File: src/rtl/adc2ch_pkg.sv
// Shared definitions for the dual-channel serial ADC sequencer.
// Assumes the converter takes a fixed four-bit command followed by one null clock.
package adc2ch_pkg;

    localparam int CMD_BITS  = 4;
    localparam int NULL_BITS = 1;

    typedef enum logic [1:0] {
        SEQ_IDLE  = 2'd0,
        SEQ_XFER0 = 2'd1,
        SEQ_GAP   = 2'd2,
        SEQ_XFER1 = 2'd3
    } seq_state_t;

    // Command word sent MSB first: start, single-ended, channel, MSB-first format.
    function automatic logic [CMD_BITS-1:0] make_cmd(input logic chan);
        return {1'b1, 1'b1, chan, 1'b1};
    endfunction

endpackage

File: src/rtl/adc2ch_tick.sv
// Divider that emits a one-clock tick every HALF_DIV clocks while run is high.
// Assumes HALF_DIV >= 2; the count restarts from zero whenever run is low.
module adc2ch_tick #(
    parameter int HALF_DIV = 4
) (
    input  logic clk,
    input  logic rst_n,
    input  logic run,
    output logic tick
);
    localparam int CW = (HALF_DIV > 1) ? $clog2(HALF_DIV) : 1;
    localparam logic [CW-1:0] TOP = CW'(HALF_DIV - 1);

    logic [CW-1:0] cnt_q;

    assign tick = run && (cnt_q == TOP);

    // Count system clocks within one SCLK half period.
    always_ff @(posedge clk) begin
        if (!rst_n || !run) begin
            cnt_q <= '0;
        end else if (cnt_q == TOP) begin
            cnt_q <= '0;
        end else begin
            cnt_q <= cnt_q + 1'b1;
        end
    end
endmodule

File: src/rtl/adc2ch_capture.sv
// MSB-first serial-in shift register for one conversion result.
// Assumes clr and shift_en are never high together.
module adc2ch_capture #(
    parameter int W = 10
) (
    input  logic         clk,
    input  logic         rst_n,
    input  logic         clr,
    input  logic         shift_en,
    input  logic         din,
    output logic [W-1:0] word
);
    // Shift the sampled bit in at the low end.
    always_ff @(posedge clk) begin
        if (!rst_n || clr) begin
            word <= '0;
        end else if (shift_en) begin
            word <= {word[W-2:0], din};
        end
    end
endmodule

File: src/rtl/adc2ch_xfer.sv
// One chip-select frame: command bits, a null clock, then DATA_W result bits.
// SCLK idles low. MOSI is updated on falling phases and MISO is sampled on rising phases.
// Assumes start is only raised while no frame is active; done is a one-clock pulse.
module adc2ch_xfer
    import adc2ch_pkg::*;
#(
    parameter int DATA_W   = 10,
    parameter int HALF_DIV = 4
) (
    input  logic              clk,
    input  logic              rst_n,
    input  logic              start,
    input  logic              chan,
    input  logic              miso,
    output logic              cs_n,
    output logic              sclk,
    output logic              mosi,
    output logic              done,
    output logic [DATA_W-1:0] rx_word
);
    localparam int FRAME     = CMD_BITS + NULL_BITS + DATA_W;
    localparam int LAST_HALF = 2 * FRAME;
    localparam int HW        = $clog2(LAST_HALF + 1);
    localparam int BW        = $clog2(FRAME + 1);
    localparam logic [HW-1:0] LAST_H = HW'(LAST_HALF);
    localparam logic [BW-1:0] SKIP_B = BW'(CMD_BITS + NULL_BITS);

    logic                active_q;
    logic [HW-1:0]       half_q;
    logic [BW-1:0]       bit_q;
    logic [CMD_BITS-1:0] cmd_q;
    logic                cs_n_q;
    logic                sclk_q;
    logic                mosi_q;
    logic                tick;
    logic                is_last;
    logic                rise_now;
    logic                fall_now;
    logic                sample_en;
    logic                begin_now;
    logic [CMD_BITS-1:0] cmd_w;

    adc2ch_tick #(.HALF_DIV(HALF_DIV)) u_tick (
        .clk  (clk),
        .rst_n(rst_n),
        .run  (active_q),
        .tick (tick)
    );

    assign cmd_w     = make_cmd(chan);
    assign begin_now = start && !active_q;
    assign is_last   = active_q && tick && (half_q == LAST_H);
    assign rise_now  = active_q && tick && !is_last && !half_q[0];
    assign fall_now  = active_q && tick && half_q[0];
    assign sample_en = rise_now && (bit_q >= SKIP_B);

    adc2ch_capture #(.W(DATA_W)) u_cap (
        .clk     (clk),
        .rst_n   (rst_n),
        .clr     (begin_now),
        .shift_en(sample_en),
        .din     (miso),
        .word    (rx_word)
    );

    // Frame sequencing: select, clock phases, command shifting.
    always_ff @(posedge clk) begin
        if (!rst_n) begin
            active_q <= 1'b0;
            half_q   <= '0;
            bit_q    <= '0;
            cmd_q    <= '0;
            cs_n_q   <= 1'b1;
            sclk_q   <= 1'b0;
            mosi_q   <= 1'b0;
        end else if (begin_now) begin
            active_q <= 1'b1;
            half_q   <= '0;
            bit_q    <= '0;
            cs_n_q   <= 1'b0;
            sclk_q   <= 1'b0;
            mosi_q   <= cmd_w[CMD_BITS-1];
            cmd_q    <= {cmd_w[CMD_BITS-2:0], 1'b0};
        end else if (is_last) begin
            active_q <= 1'b0;
            cs_n_q   <= 1'b1;
            sclk_q   <= 1'b0;
            mosi_q   <= 1'b0;
        end else if (rise_now) begin
            half_q <= half_q + 1'b1;
            sclk_q <= 1'b1;
        end else if (fall_now) begin
            half_q <= half_q + 1'b1;
            sclk_q <= 1'b0;
            bit_q  <= bit_q + 1'b1;
            mosi_q <= cmd_q[CMD_BITS-1];
            cmd_q  <= {cmd_q[CMD_BITS-2:0], 1'b0};
        end
    end

    assign cs_n = cs_n_q;
    assign sclk = sclk_q;
    assign mosi = mosi_q;
    assign done = is_last;
endmodule

File: src/rtl/adc2ch_spi_seq.sv
// Top of the dual-channel serial ADC sequencer.
// Runs channel 0 then channel 1 per start pulse and publishes both words with one strobe.
// Assumes HALF_DIV >= 2 and GAP_CYC >= 2; start pulses during a run are dropped.
module adc2ch_spi_seq
    import adc2ch_pkg::*;
#(
    parameter int DATA_W   = 10,
    parameter int HALF_DIV = 4,
    parameter int GAP_CYC  = 6
) (
    input  logic              clk,
    input  logic              rst_n,
    input  logic              en_pulse,
    input  logic              miso,
    output logic              cs_n,
    output logic              sclk,
    output logic              mosi,
    output logic [DATA_W-1:0] ch0_word,
    output logic [DATA_W-1:0] ch1_word,
    output logic              words_valid,
    output logic              busy
);
    localparam int GW = $clog2(GAP_CYC + 1);
    localparam logic [GW-1:0] GAP_END = GW'(GAP_CYC - 1);

    seq_state_t        state_q;
    logic [GW-1:0]     gap_q;
    logic [DATA_W-1:0] stage0_q;
    logic [DATA_W-1:0] ch0_q;
    logic [DATA_W-1:0] ch1_q;
    logic              valid_q;
    logic              busy_q;
    logic              xfer_start;
    logic              xfer_chan;
    logic              xfer_done;
    logic [DATA_W-1:0] xfer_word;

    assign xfer_start = ((state_q == SEQ_IDLE) && en_pulse) ||
                        ((state_q == SEQ_GAP) && (gap_q == GAP_END));
    assign xfer_chan  = (state_q == SEQ_GAP);

    adc2ch_xfer #(
        .DATA_W  (DATA_W),
        .HALF_DIV(HALF_DIV)
    ) u_xfer (
        .clk    (clk),
        .rst_n  (rst_n),
        .start  (xfer_start),
        .chan   (xfer_chan),
        .miso   (miso),
        .cs_n   (cs_n),
        .sclk   (sclk),
        .mosi   (mosi),
        .done   (xfer_done),
        .rx_word(xfer_word)
    );

    // Run sequencing, staging of channel 0 and joint publication.
    always_ff @(posedge clk) begin
        if (!rst_n) begin
            state_q  <= SEQ_IDLE;
            gap_q    <= '0;
            stage0_q <= '0;
            ch0_q    <= '0;
            ch1_q    <= '0;
            valid_q  <= 1'b0;
            busy_q   <= 1'b0;
        end else begin
            valid_q <= 1'b0;
            case (state_q)
                SEQ_IDLE: begin
                    if (en_pulse) begin
                        state_q <= SEQ_XFER0;
                        busy_q  <= 1'b1;
                    end
                end
                SEQ_XFER0: begin
                    if (xfer_done) begin
                        stage0_q <= xfer_word;
                        gap_q    <= '0;
                        state_q  <= SEQ_GAP;
                    end
                end
                SEQ_GAP: begin
                    gap_q <= gap_q + 1'b1;
                    if (gap_q == GAP_END) begin
                        state_q <= SEQ_XFER1;
                    end
                end
                SEQ_XFER1: begin
                    if (xfer_done) begin
                        ch0_q   <= stage0_q;
                        ch1_q   <= xfer_word;
                        valid_q <= 1'b1;
                        busy_q  <= 1'b0;
                        state_q <= SEQ_IDLE;
                    end
                end
                default: state_q <= SEQ_IDLE;
            endcase
        end
    end

    assign ch0_word    = ch0_q;
    assign ch1_word    = ch1_q;
    assign words_valid = valid_q;
    assign busy        = busy_q;
endmodule

File: config.mk
export PLATFORM = sky130hd
export DESIGN_NAME = adc2ch_spi_seq
export DESIGN_NICKNAME = d
export VERILOG_FILES = /design/src/rtl/adc2ch_pkg.sv /design/src/rtl/adc2ch_tick.sv /design/src/rtl/adc2ch_capture.sv /design/src/rtl/adc2ch_xfer.sv /design/src/rtl/adc2ch_spi_seq.sv
export SDC_FILE = /design/constraint.sdc
export NUM_CORES = 1
export LEC_CHECK = 0
export ABC_AREA = 1
export CAP_MARGIN = 30
export CORE_MARGIN = 2
export CORE_UTILIZATION = 35
export CTS_BUF_LIST = sky130_fd_sc_hd__clkbuf_8
export CTS_CLUSTER_SIZE = 20
export DETAILED_ROUTE_END_ITERATION = 12
export GPL_ROUTABILITY_DRIVEN = 0
export SYNTH_ARGS = -nofsm -noshare
export SYNTH_HDL_FRONTEND = slang
export SYNTH_SLANG_ARGS = --single-unit
File: constraint.sdc
create_clock -name clk -period 2 [get_ports clk]
set_clock_uncertainty 0.2 [all_clocks]
set_input_delay 0.4 -clock clk [delete_from_list [all_inputs] [get_ports clk]]
set_output_delay 0.4 -clock clk [all_outputs]
set_load 0.02 [all_outputs]
## Yosys cells after proc, flatten, opt, wreduce, memory -nomap -nowiden

Index checks and enable logic that the tools add are counted.

- Flip-flop bits (word level): 65
- Bits in latches: 0
- Bits in writable memories: 0
- Bits in read-only memories: 0
- Input port bits: 4
- Output and inout bits: 25
- Logic and storage cells: 100
- Memories: 0

- Add/subtract/negate cells: 4
- $mul: 0
- Divide/modulo/power cells: 0
- Magnitude comparators: 1
- Equal/unequal tests: 13
- Shift operators: 0
- Multiplexer cells: 26
- Bitwise gates (word level): 3
- Reductions and logical operators: 37

Operators by type and width:

| kind | count |
|---|---|
| 2-to-1 mux 4 bit | 4 |
| 2-to-1 mux 1 bit | 12 |
| AND reduction 2 bit | 6 |
| logical AND 1 bit | 10 |
| 2-to-1 mux 5 bit | 2 |
| nonzero test 2 bit | 5 |
| AND reduction 3 bit | 3 |
| 2-to-1 mux 2 bit | 4 |
| inequality test 2 bit, second input constant | 4 |
| one-hot mux 2 bit (4 select lines) | 1 |
| == test 2 bit, second input constant | 3 |
| one-hot mux 3 bit (2 select lines) | 1 |
| adder 5 x 1 -> 5 bit, second input constant | 1 |
| == test 5 bit, second input constant | 1 |
| adder 4 x 1 -> 4 bit, second input constant | 1 |
| greater-or-equal comparator 4 x 3 -> 1 bit, second input constant | 1 |
| zero test 1 bit | 4 |
| inequality test 2 x 1 -> 1 bit, second input constant | 2 |
| AND reduction 4 bit | 1 |
| OR reduction 2 bit | 2 |
| adder 3 x 1 -> 3 bit, second input constant | 1 |
| == test 3 bit, second input constant | 1 |
| logical OR 1 bit | 3 |
| 2-to-1 mux 3 bit | 1 |
| other kinds (8) | 10 |

## Longest topological paths before layout

Gate-level depths: netlist (run 1).

- Word-level depth: 10
- Mapped depth: 11
- Gate-level depth less buffers: 10

## Hierarchy

A second synthesis (run 1) with hierarchy kept.

- Cells, all modules: 376
- Area total of the unflattened synthesis: 2785.2 sq um

Modules (own cells, without submodules):

| module | times used | cells an instance | area an instance (sq um) | seq. area each (sq um) |
|---|---|---|---|---|
| adc2ch_spi_seq | 1 | 200 | 1500.2 | 740.7 |
| adc2ch_xfer | 1 | 122 | 852.1 | 320.3 |
| adc2ch_capture | 1 | 44 | 347.8 | 200.2 |
| adc2ch_tick | 1 | 10 | 85.1 | 40.0 |

## Worst setup path after synthesis (run 1)

Ideal clock, no wire load.

- Path kind: register to register
- Start: reg u_xfer.half_q[0]
- End: reg u_xfer.half_q[2]
- Library setup time: 0.116 ns
- Arrival time: 1.478 ns
- Data required time: 1.684 ns
- Path slack: 0.206 ns
- Stages on the path, launching flop included: 11
- Buffers on the path: 2
- Clock period less this slack: 1.794 ns
- Cells stage by stage: dfxtp_1 inv_1 buf_2 ha_1 nand2_1 nor2_4 nor2_2 buf_2 nand2_1 o21ai_0 nor2_1

- Word-level cells in the longest chain between the ends: 7
- Elaborated cells on any way between the ends: 13
- Those cells by class: add/sub (1); eq/ne (1); mux (2); bitwise (1); reduce/logical (8)

RTL lines:

| what | RTL line | text |
|---|---|---|
| start, declared | adc2ch_xfer.sv:29 | `logic [HW-1:0] half_q;` |
| start signal, assigned | adc2ch_xfer.sv:90 | `half_q <= half_q + 1'b1;` |
| start signal, assigned | adc2ch_xfer.sv:93 | `half_q <= half_q + 1'b1;` |
| parallel branches: the longest is 7 deep, another holds adder 5 x 1 -> 5 bit | - |  |

Parallel ways; which one is timed is not known. The select of a mux whose other input is x is not followed.
A chain may end at the register's enable or synchronous reset.

## Final worst setup path (run 1)

- Start: reg u_xfer.sclk_q, in the netlist u_xfer.sclk
- End: out sclk

RTL lines:

| what | RTL line | text |
|---|---|---|
| start, declared | adc2ch_xfer.sv:33 | `logic sclk_q;` |
| start signal, assigned | adc2ch_xfer.sv:74 | `sclk_q <= 1'b0;` |
| start signal, assigned | adc2ch_xfer.sv:81 | `sclk_q <= 1'b0;` |
| start signal, assigned | adc2ch_xfer.sv:87 | `sclk_q <= 1'b0;` |
| end, declared | adc2ch_spi_seq.sv:16 | `output logic sclk,` |

No word-level cell between the ends.

==> impl_summary.md, run 1 <==
Clocking
After clock tree synthesis, the clock-pin slew on the worst setup and hold paths is approximately 80 ps. The maximum clock path buffer count is 2. TritonCTS created 9 clock buffers. The cell sitting at the root of the clock tree is a sky130_fd_sc_hd__clkbuf_8. The clock tree from TritonCTS is yes.

At the later pin of the worst-skew pair, clock insertion delay measures between 300 and 400 ps. In this run the number of H-tree levels came out at 3. The number of clock sinks is 65.

Drt
Dividing the detail-routed via count by the number of cells gives around 4.8. The first-pass iteration count of the detailed router is 4. Dividing the detail-routed wire length by the instance count gives around 12 µm.

The total number of vias is 2489. The DRC violations left is 0. Once detail routing completed, the nets flagged for antenna violations numbered 0. The final wirelength is about 6100 µm.

For this block, the initial DRC count from the detailed router was ~120.

Logic synthesis
The post-synthesis cell type count is 27. The net count of the mapped netlist is just under 400. The mapped netlist covers around 2800 µm². The total number of yosys warnings is 0. The cell taking the most area after synthesis is sky130_fd_sc_hd__dfxtp_1.

Of the post-synthesis cell area, the dominant cell type holds a little under half. Synthesis produced a netlist whose cell count is 376. Synthesis inferred 65 register bits. Summing the sequential cell areas from Yosys gives 46.26% of the chip area. Yosys attributes the largest share of cell area to sky130_fd_sc_hd__dfxtp_1 46%, sky130_fd_sc_hd__nand2_1 12%, sky130_fd_sc_hd__a21oi_1 8.9%.

The synthesized area divided by synthesized cell count is 7.481 µm².

Worst setup path
The worst register-to-register path begins at state_q[0]$_SDFFE_PN0P_. Among cell families on the critical path, the largest total delay comes from buffers and inverters. The endpoint kind of the worst setup timing path is an output port. Along the worst path, the maximum fanout reaches 2. The data required time at the worst endpoint is 1400 ps.

The largest single stage delay on the critical path is 620 ps. Together, buffers and inverters on the worst path number 1. The worst setup path is of the flip-flop to output port kind. The start point of the critical path is u_xfer.sclk$_SDFFE_PP0P_. The data arrival time at the worst-slack endpoint is between 1000 and 1500 ps. Traced cell by cell, the critical path runs through clkdlybuf4s50_1. The worst setup path is launched from a flip-flop. The largest individual stage delay along the critical path comes from the cell sky130_fd_sc_hd__clkdlybuf4s50_1.

Cells and area
The number of filler instances in the final layout is between 700 and 800. The count of cells in the finished layout, fillers not included, comes to between 500 and 600. From synthesis to final layout, the design area changed by 24.56%.

The library cell used most frequently in the layout, excluding fill and tap cells, is sky130_fd_sc_hd__nand2_1. The number of antenna diodes in the final layout is 0. The share of layout cells above drive strength 1 is 10.05%. In the layout the commonest cells are 89 x sky130_fd_sc_hd__nand2_1, 65 x sky130_fd_sc_hd__dfxtp_1, 50 x sky130_fd_sc_hd__a21oi_1.

For this run, the post-layout net count is 430.

Power and ir drop
For this design the ratio of total power to cell area is ~940 nW/µm². VDD sags by at most 0.3581 mV. In this run the static leakage power is approximately 1.4 nW. The total power draw is around 3.3 mW.

Timing
Timing would allow up to between 0.5 and 0.6 GHz. Adding up every negative setup slack in the final design gives 0 ps. The hold violation total from the final report is 0. Headroom to the max-slew limit came out at between 60% and 70%. Setup repair after global routing left no endpoint under its margin.

Setup slack on the critical path of the routed design comes to 67.09 ps. The number of pins exceeding their max-slew limit in the final report was 0. The clock period could shrink to roughly 1900 ps. At the pin with the least slew margin, the transition time is 467.6 ps. The number of setup violations in the final report is 0. The period utilization is 96.65%.

Run
The max capacitance violation total is 0.

Hold path
The worst hold path begins at u_xfer.u_tick.cnt_q[0]$_SDFF_PP0_. The type of the most critical hold path is flip-flop to flip-flop.

Floorplanning
The horizontal extent of the die is about 94 µm. The die footprint is 8769 µm². The core region is 7767 µm². The initial core utilization is between 30% and 40%. The floorplan has 32 rows. The height of the die is 93.65 µm. Pin placement for this block handled 29 I/O pins.

Placement
Once placement completed, the tool counted placed cells totaling a little over 500. The setup slack at placement is around 67 ps. The quantity of I/O buffers inserted on ports is 28. The wire-length estimate of the detail-placed layout is around 4300 µm.

Global routing
The first global-routing pass estimated 10490 µm of wire. The total global routing overflow is 0. The initial antenna violation count is 0. For this run, the total global-route usage over all layers was measured as about 15%. The largest net degree at the start of global routing is 36.

The number of global-route vias before repair is 2358.

Status
The run finished with clean final reports.
-- per-stage QoR --
| step | cell area, µm² | hold WS [ps] | utilization, % |
|---|---|---|---|
| after global placement | 3244 | 210.8 | 41.77 |
| after floorplan | 2813 | 197.3 | - |
| after global routing | 3503 | 237.0 | 45.10 |
| after detailed placement | 3244 | 214.6 | 41.77 |
| after CTS | 3493 | 226.4 | 44.97 |
| final | 3503 | 223.3 | 45.10 |
-- cells in the mapped netlist (all sizes together) --
master	instances
o21ai	10
nor2	39
a21oi	50
buf	11
or2	2
nor3	2
nand3	41
dfxtp	65
inv	36
o211ai	1
ha	13
nand2	92
nand4	8
nand3b	1
clkbuf	5
-- cell families after synthesis --
kind of cell,count (synthesis),share of synthesized area (%)
adders and majority gates,13,5.783
and+or+nand+nor,185,28.78
AOI/OAI and AO/OA,61,10.94
DFF,65,46.26
buffers and inverters,52,8.229
-- what timing repair did --
action | 4_1_cts | 5_1_grt
hold buffers | 0 | 0
setup buffers | 0 | 0
setup endpoints to repair | 0 | 26
resized for setup | 0 | 3
-- final timing paths --
kind	cells past startpoint	slack, ps	end
worst max register to register	10	180	u_xfer.u_cap.word[4]$_SDFFE_PP0P_
worst max-delay path	1	70	sclk
worst min-delay path	1	220	u_xfer.u_tick.cnt_q[0]$_SDFF_PP0_
worst min register to register	1	220	u_xfer.u_tick.cnt_q[0]$_SDFF_PP0_
-- layer usage --
layer,vias up,routed length (µm),global-route usage (%)
met2,42,2893,24.22
met4,0,144,8.696
li1,1293,-,-
met1,1145,2949,18.92
met5,-,0,0
met3,9,147,3.384
-- layout make-up --
type                       count  area, µm²  area share [%]
multi-input combinational    259       1287           36.75
clock inverter                 7      125.1           3.571
clock buffer                   9      123.9           3.536
sequential                    65       1301           37.14
timing repair buffer          42      400.4           11.43
tap                          102      127.6           3.643
inverter                      36      137.6           3.929
-- report_power, final --
part,total (mW),internal (mW),switching (mW),leakage (nW)
clock,1.38,0.842,0.536,0.125
combinational,0.533,0.202,0.332,0.723
sequential,1.40,1.35,0.0438,0.525
-- state kept, by name, summed over array words and instances, names as in the netlist, 2 cells and up --
name                 flops
u_xfer.u_cap.word       10
state_q                  2
u_xfer.bit_q             4
ch0_word                10
gap_q                    3
u_xfer.u_tick.cnt_q      2
ch1_word                10
u_xfer.cmd_q             3
u_xfer.half_q            5
stage0_q                10
Power figures use the tool's default switching activity.
==> run 2, diff against run 1 <==
--- a/config.mk
+++ b/config.mk
@@ -8,10 +8,11 @@
 export ABC_AREA = 1
 export CAP_MARGIN = 30
 export CORE_MARGIN = 2
-export CORE_UTILIZATION = 35
+export CORE_UTILIZATION = 30
 export CTS_BUF_LIST = sky130_fd_sc_hd__clkbuf_8
 export CTS_CLUSTER_SIZE = 20
 export DETAILED_ROUTE_END_ITERATION = 12
+export DONT_BUFFER_PORTS = 1
 export GPL_ROUTABILITY_DRIVEN = 0
 export SYNTH_ARGS = -nofsm -noshare
 export SYNTH_HDL_FRONTEND = slang
==> impl_summary.md, run 2 (synthesis gave the netlist of run 1 again) <==
Timing
The measured slew at the worst slew-check pin is 387.5 ps (was 467.6 ps). The hold violation total from the final report is 0 (unchanged). The clock period minus final worst setup slack was 1819 ps (was 1933 ps).

The fmax was 0.5497 GHz (was 0.5174 GHz). The number of setup violations in the final report is 0 (unchanged). The accumulated negative setup slack is 0 ps (unchanged). Unrepaired setup endpoints after global routing: no (unchanged). The post-layout worst setup margin is 180.8 ps (was 67.09 ps). The relative slew slack is 73.89% (was 68.50%). The period utilization is 90.96% (was 96.65%). The number of pins exceeding their max-slew limit in the final report is 0 (unchanged). The worst hold margin is 25.67 ps (was 223.3 ps).

Drt
The final wirelength is 5872 µm (was 6135 µm). The first-pass iteration count of the detailed router was 4 (unchanged). The DRC violations left is 0 (unchanged).

The post-route antenna net violation count came to 0 (unchanged). The number of design-rule violations left by the first detailed-router iteration is 125 (was 115). The via density per instance is 4.698 (was 4.787).

The per-cell routed wire length is 11.74 µm (was 11.80 µm). The total number of vias is 2349 (was 2489).

Worst setup path
The reg-to-reg critical path startpoint is u_xfer.half_q[0]$_SDFFE_PP0P_ (was state_q[0]$_SDFFE_PN0P_). The critical path's largest stage delay is 370 ps (was 620 ps). The critical path class is flip-flop to flip-flop (was flip-flop to output port). The data required time at the worst endpoint came to 2070 ps (was 1400 ps).

The worst flop-to-flop path endpoint was u_xfer.half_q[1]$_SDFFE_PP0P_ (was u_xfer.u_cap.word[4]$_SDFFE_PP0P_). The cell with the largest stage delay on the worst path is sky130_fd_sc_hd__dfxtp_1 (was sky130_fd_sc_hd__clkdlybuf4s50_1). In this design, the critical path's most frequently occurring cell is sky130_fd_sc_hd__inv_1. The kind of launch point of the worst setup path was a flip-flop (unchanged).

The worst setup slack for register-to-register paths is 180 ps (about the same). The count of cells along the worst register-to-register path was 8 (was 10). Critical path cell sequence: inv_1 -> ha_1 -> nand2_1 -> nor2_4 -> nor2_2 -> inv_1 -> or2_1 -> a21oi_1 (was clkdlybuf4s50_1). The endpoint kind of the worst setup timing path was a flip-flop (was output port).

The data arrival time at the worst-slack endpoint came to 1890 ps (was 1330 ps). The worst-path maximum fanout is 5 (was 2).

Cells and area
The core utilization of the finished layout is 34.55% (was 45.10%). The final net count was 401 (was 430). The most frequent standard cell in the layout excluding fill and tap cells is sky130_fd_sc_hd__nand2_1 (unchanged). The share of layout cells above drive strength 1 is 10.03% (was 10.05%). The area of all placed cells without fillers was 3162 µm² (was 3503 µm²). The area taken by multi-input logic gates came to 1292 µm² (was 1287 µm²). The area taken by flip-flops and latches was 1301 µm² (unchanged).

The number of filler instances in the final layout is 962 (was 797). The antenna cell count was 0 (unchanged). Most frequent cells in the layout: 89 x sky130_fd_sc_hd__nand2_1, 65 x sky130_fd_sc_hd__dfxtp_1, 50 x sky130_fd_sc_hd__a21oi_1 (unchanged). The area added between synthesis and finish is 12.41% (was 24.56%). The final instance count without filler cells is 500 (was 520).

Floorplanning
The area of the placeable core is 9153 µm² (was 7767 µm²). The height of the die is 100.8 µm (was 93.65 µm). The horizontal extent of the die is 100.8 µm (was 93.65 µm). The initial core utilization is 30.73% (was 36.21%). The die footprint is 10170 µm² (was 8769 µm²). The cell row count came to 35 (was 32).

The number of top-level pins was 29 (unchanged).

Clocking
The register clock-pin slew on the reported worst setup and hold paths is 80 ps (about the same). The cell at the root of the clock tree is sky130_fd_sc_hd__clkbuf_8 (unchanged). The number of clock sinks is 65 (unchanged). The maximum level of the CTS H-tree is 3 (unchanged). The maximum clock path buffer count is 2 (unchanged). The clock latency reported for the late side of the worst-skew pair is 340 ps (about the same).

The clock tree from TritonCTS was yes (unchanged). The CTS buffer count was 9 (unchanged).

Global routing
The number of global-route vias before repair was 2133 (was 2358). The first-pass GRT wire length is 10130 µm (was 10490 µm). The largest net degree at the start of global routing is 34 (was 36). The total global routing overflow is 0 (unchanged). The total global routing track utilization was 12.49% (was 15.21%). The initial antenna violation count is 0 (unchanged).

Hold path
The depth of the worst hold-timing path is 2 (was 1). The hold path endpoint is busy$_SDFFE_PN0P_ (was u_xfer.u_tick.cnt_q[0]$_SDFF_PP0_). The type of the most critical hold path is primary input to flip-flop (was flip-flop to flip-flop). The hold path startpoint is en_pulse (was u_xfer.u_tick.cnt_q[0]$_SDFF_PP0_).

Placement
The post-DP HPWL is 4082 µm (was 4306 µm). The post-detailed-placement cell area is 2960 µm² (was 3244 µm²). The placed cell count is 483 (was 504).

The quantity of I/O buffers inserted on ports is 0 (was 28). The setup slack at placement was 182.4 ps (was 67.14 ps).

Run
The max capacitance violation total is 0 (unchanged).

Power and ir drop
The areal power density over the cells is 913.2 nW/µm² (was 944.8 nW/µm²). The total power draw is 2.887 mW (was 3.310 mW). The largest vdd supply drop came to 0.3531 mV (was 0.3581 mV).

The total leakage power is 1.214 nW (was 1.373 nW).

Status
Result of the run: completed (unchanged).
run 2: changes by cell type in the layout (fill, tap and decap cells not counted), sizes merged:
cell and change:
clkinvlp +2, clkinv +2, dlymetal6s2s -1, clkdlybuf4s50 -27, bufinv -3, dlygate4sd3 +1, inv -1, buf -2
run 2: what timing repair did:
item                                    CTS  global route
resized for setup                         0             2
hold buffers                              1             0
endpoints found under the setup margin    0            20
buffers inserted                          0             0
endpoints found under the hold margin     7             0
run 2: how the worst max path moves through the flow:
stage	startpoint	to	slack [ps]	cells past startpoint
global placement	u_xfer.half_q[0]$_SDFFE_PP0P_	u_xfer.u_cap.word[0]$_SDFFE_PP0P_	220	9
finish	u_xfer.half_q[0]$_SDFFE_PP0P_	u_xfer.half_q[1]$_SDFFE_PP0P_	180	8
detailed placement	u_xfer.half_q[0]$_SDFFE_PP0P_	u_xfer.u_cap.word[1]$_SDFFE_PP0P_	180	9
floorplan	u_xfer.half_q[0]$_SDFFE_PP0P_	u_xfer.half_q[2]$_SDFFE_PP0P_	210	10
CTS	u_xfer.half_q[0]$_SDFFE_PP0P_	u_xfer.u_cap.word[1]$_SDFFE_PP0P_	170	9
global route	u_xfer.half_q[0]$_SDFFE_PP0P_	u_xfer.half_q[1]$_SDFFE_PP0P_	9	8
run 2: layout make-up:
type / count / area share, %
Inverter: 36 / 4.353
Timing Repair Buffer: 13 / 3.562
Multi-Input combinational cell: 259 / 40.88
Clock buffer: 9 / 3.918
Clock inverter: 7 / 1.741
Sequential cell: 65 / 41.16
Tap cell: 111 / 4.393
run 2: worst max-delay path, delay by kind of cell, from the launching register on:
family / cells / cell delay (ps)
AO/OA/AOI/OAI: 1 / 120
adder cells (fa/ha/maj): 1 / 200
buffers and inverters: 2 / 210
AND/OR/NAND/NOR: 4 / 660
flip-flops: 1 / 370
run 2: power by group:
part / internal (mW) / switching, mW / total [mW]
clock network: 0.459 / 0.547 / 1.01
registers: 1.35 / 0.0703 / 1.42
logic: 0.168 / 0.289 / 0.457
run 2: routing by layer:
| metal | wire length, µm | vias to the layer above | GRT usage (%) | part of all wire, % |
|---|---|---|---|---|
| li1 | - | 1237 | - | - |
| met1 | 2750 | 1064 | 16.27 | 47 |
| met4 | 64 | 0 | 4.110 | 1.1 |
| met5 | 0 | - | 0 | 0 |
| met3 | 331 | 7 | 4.508 | 5.6 |
| met2 | 2726 | 41 | 19.18 | 46 |
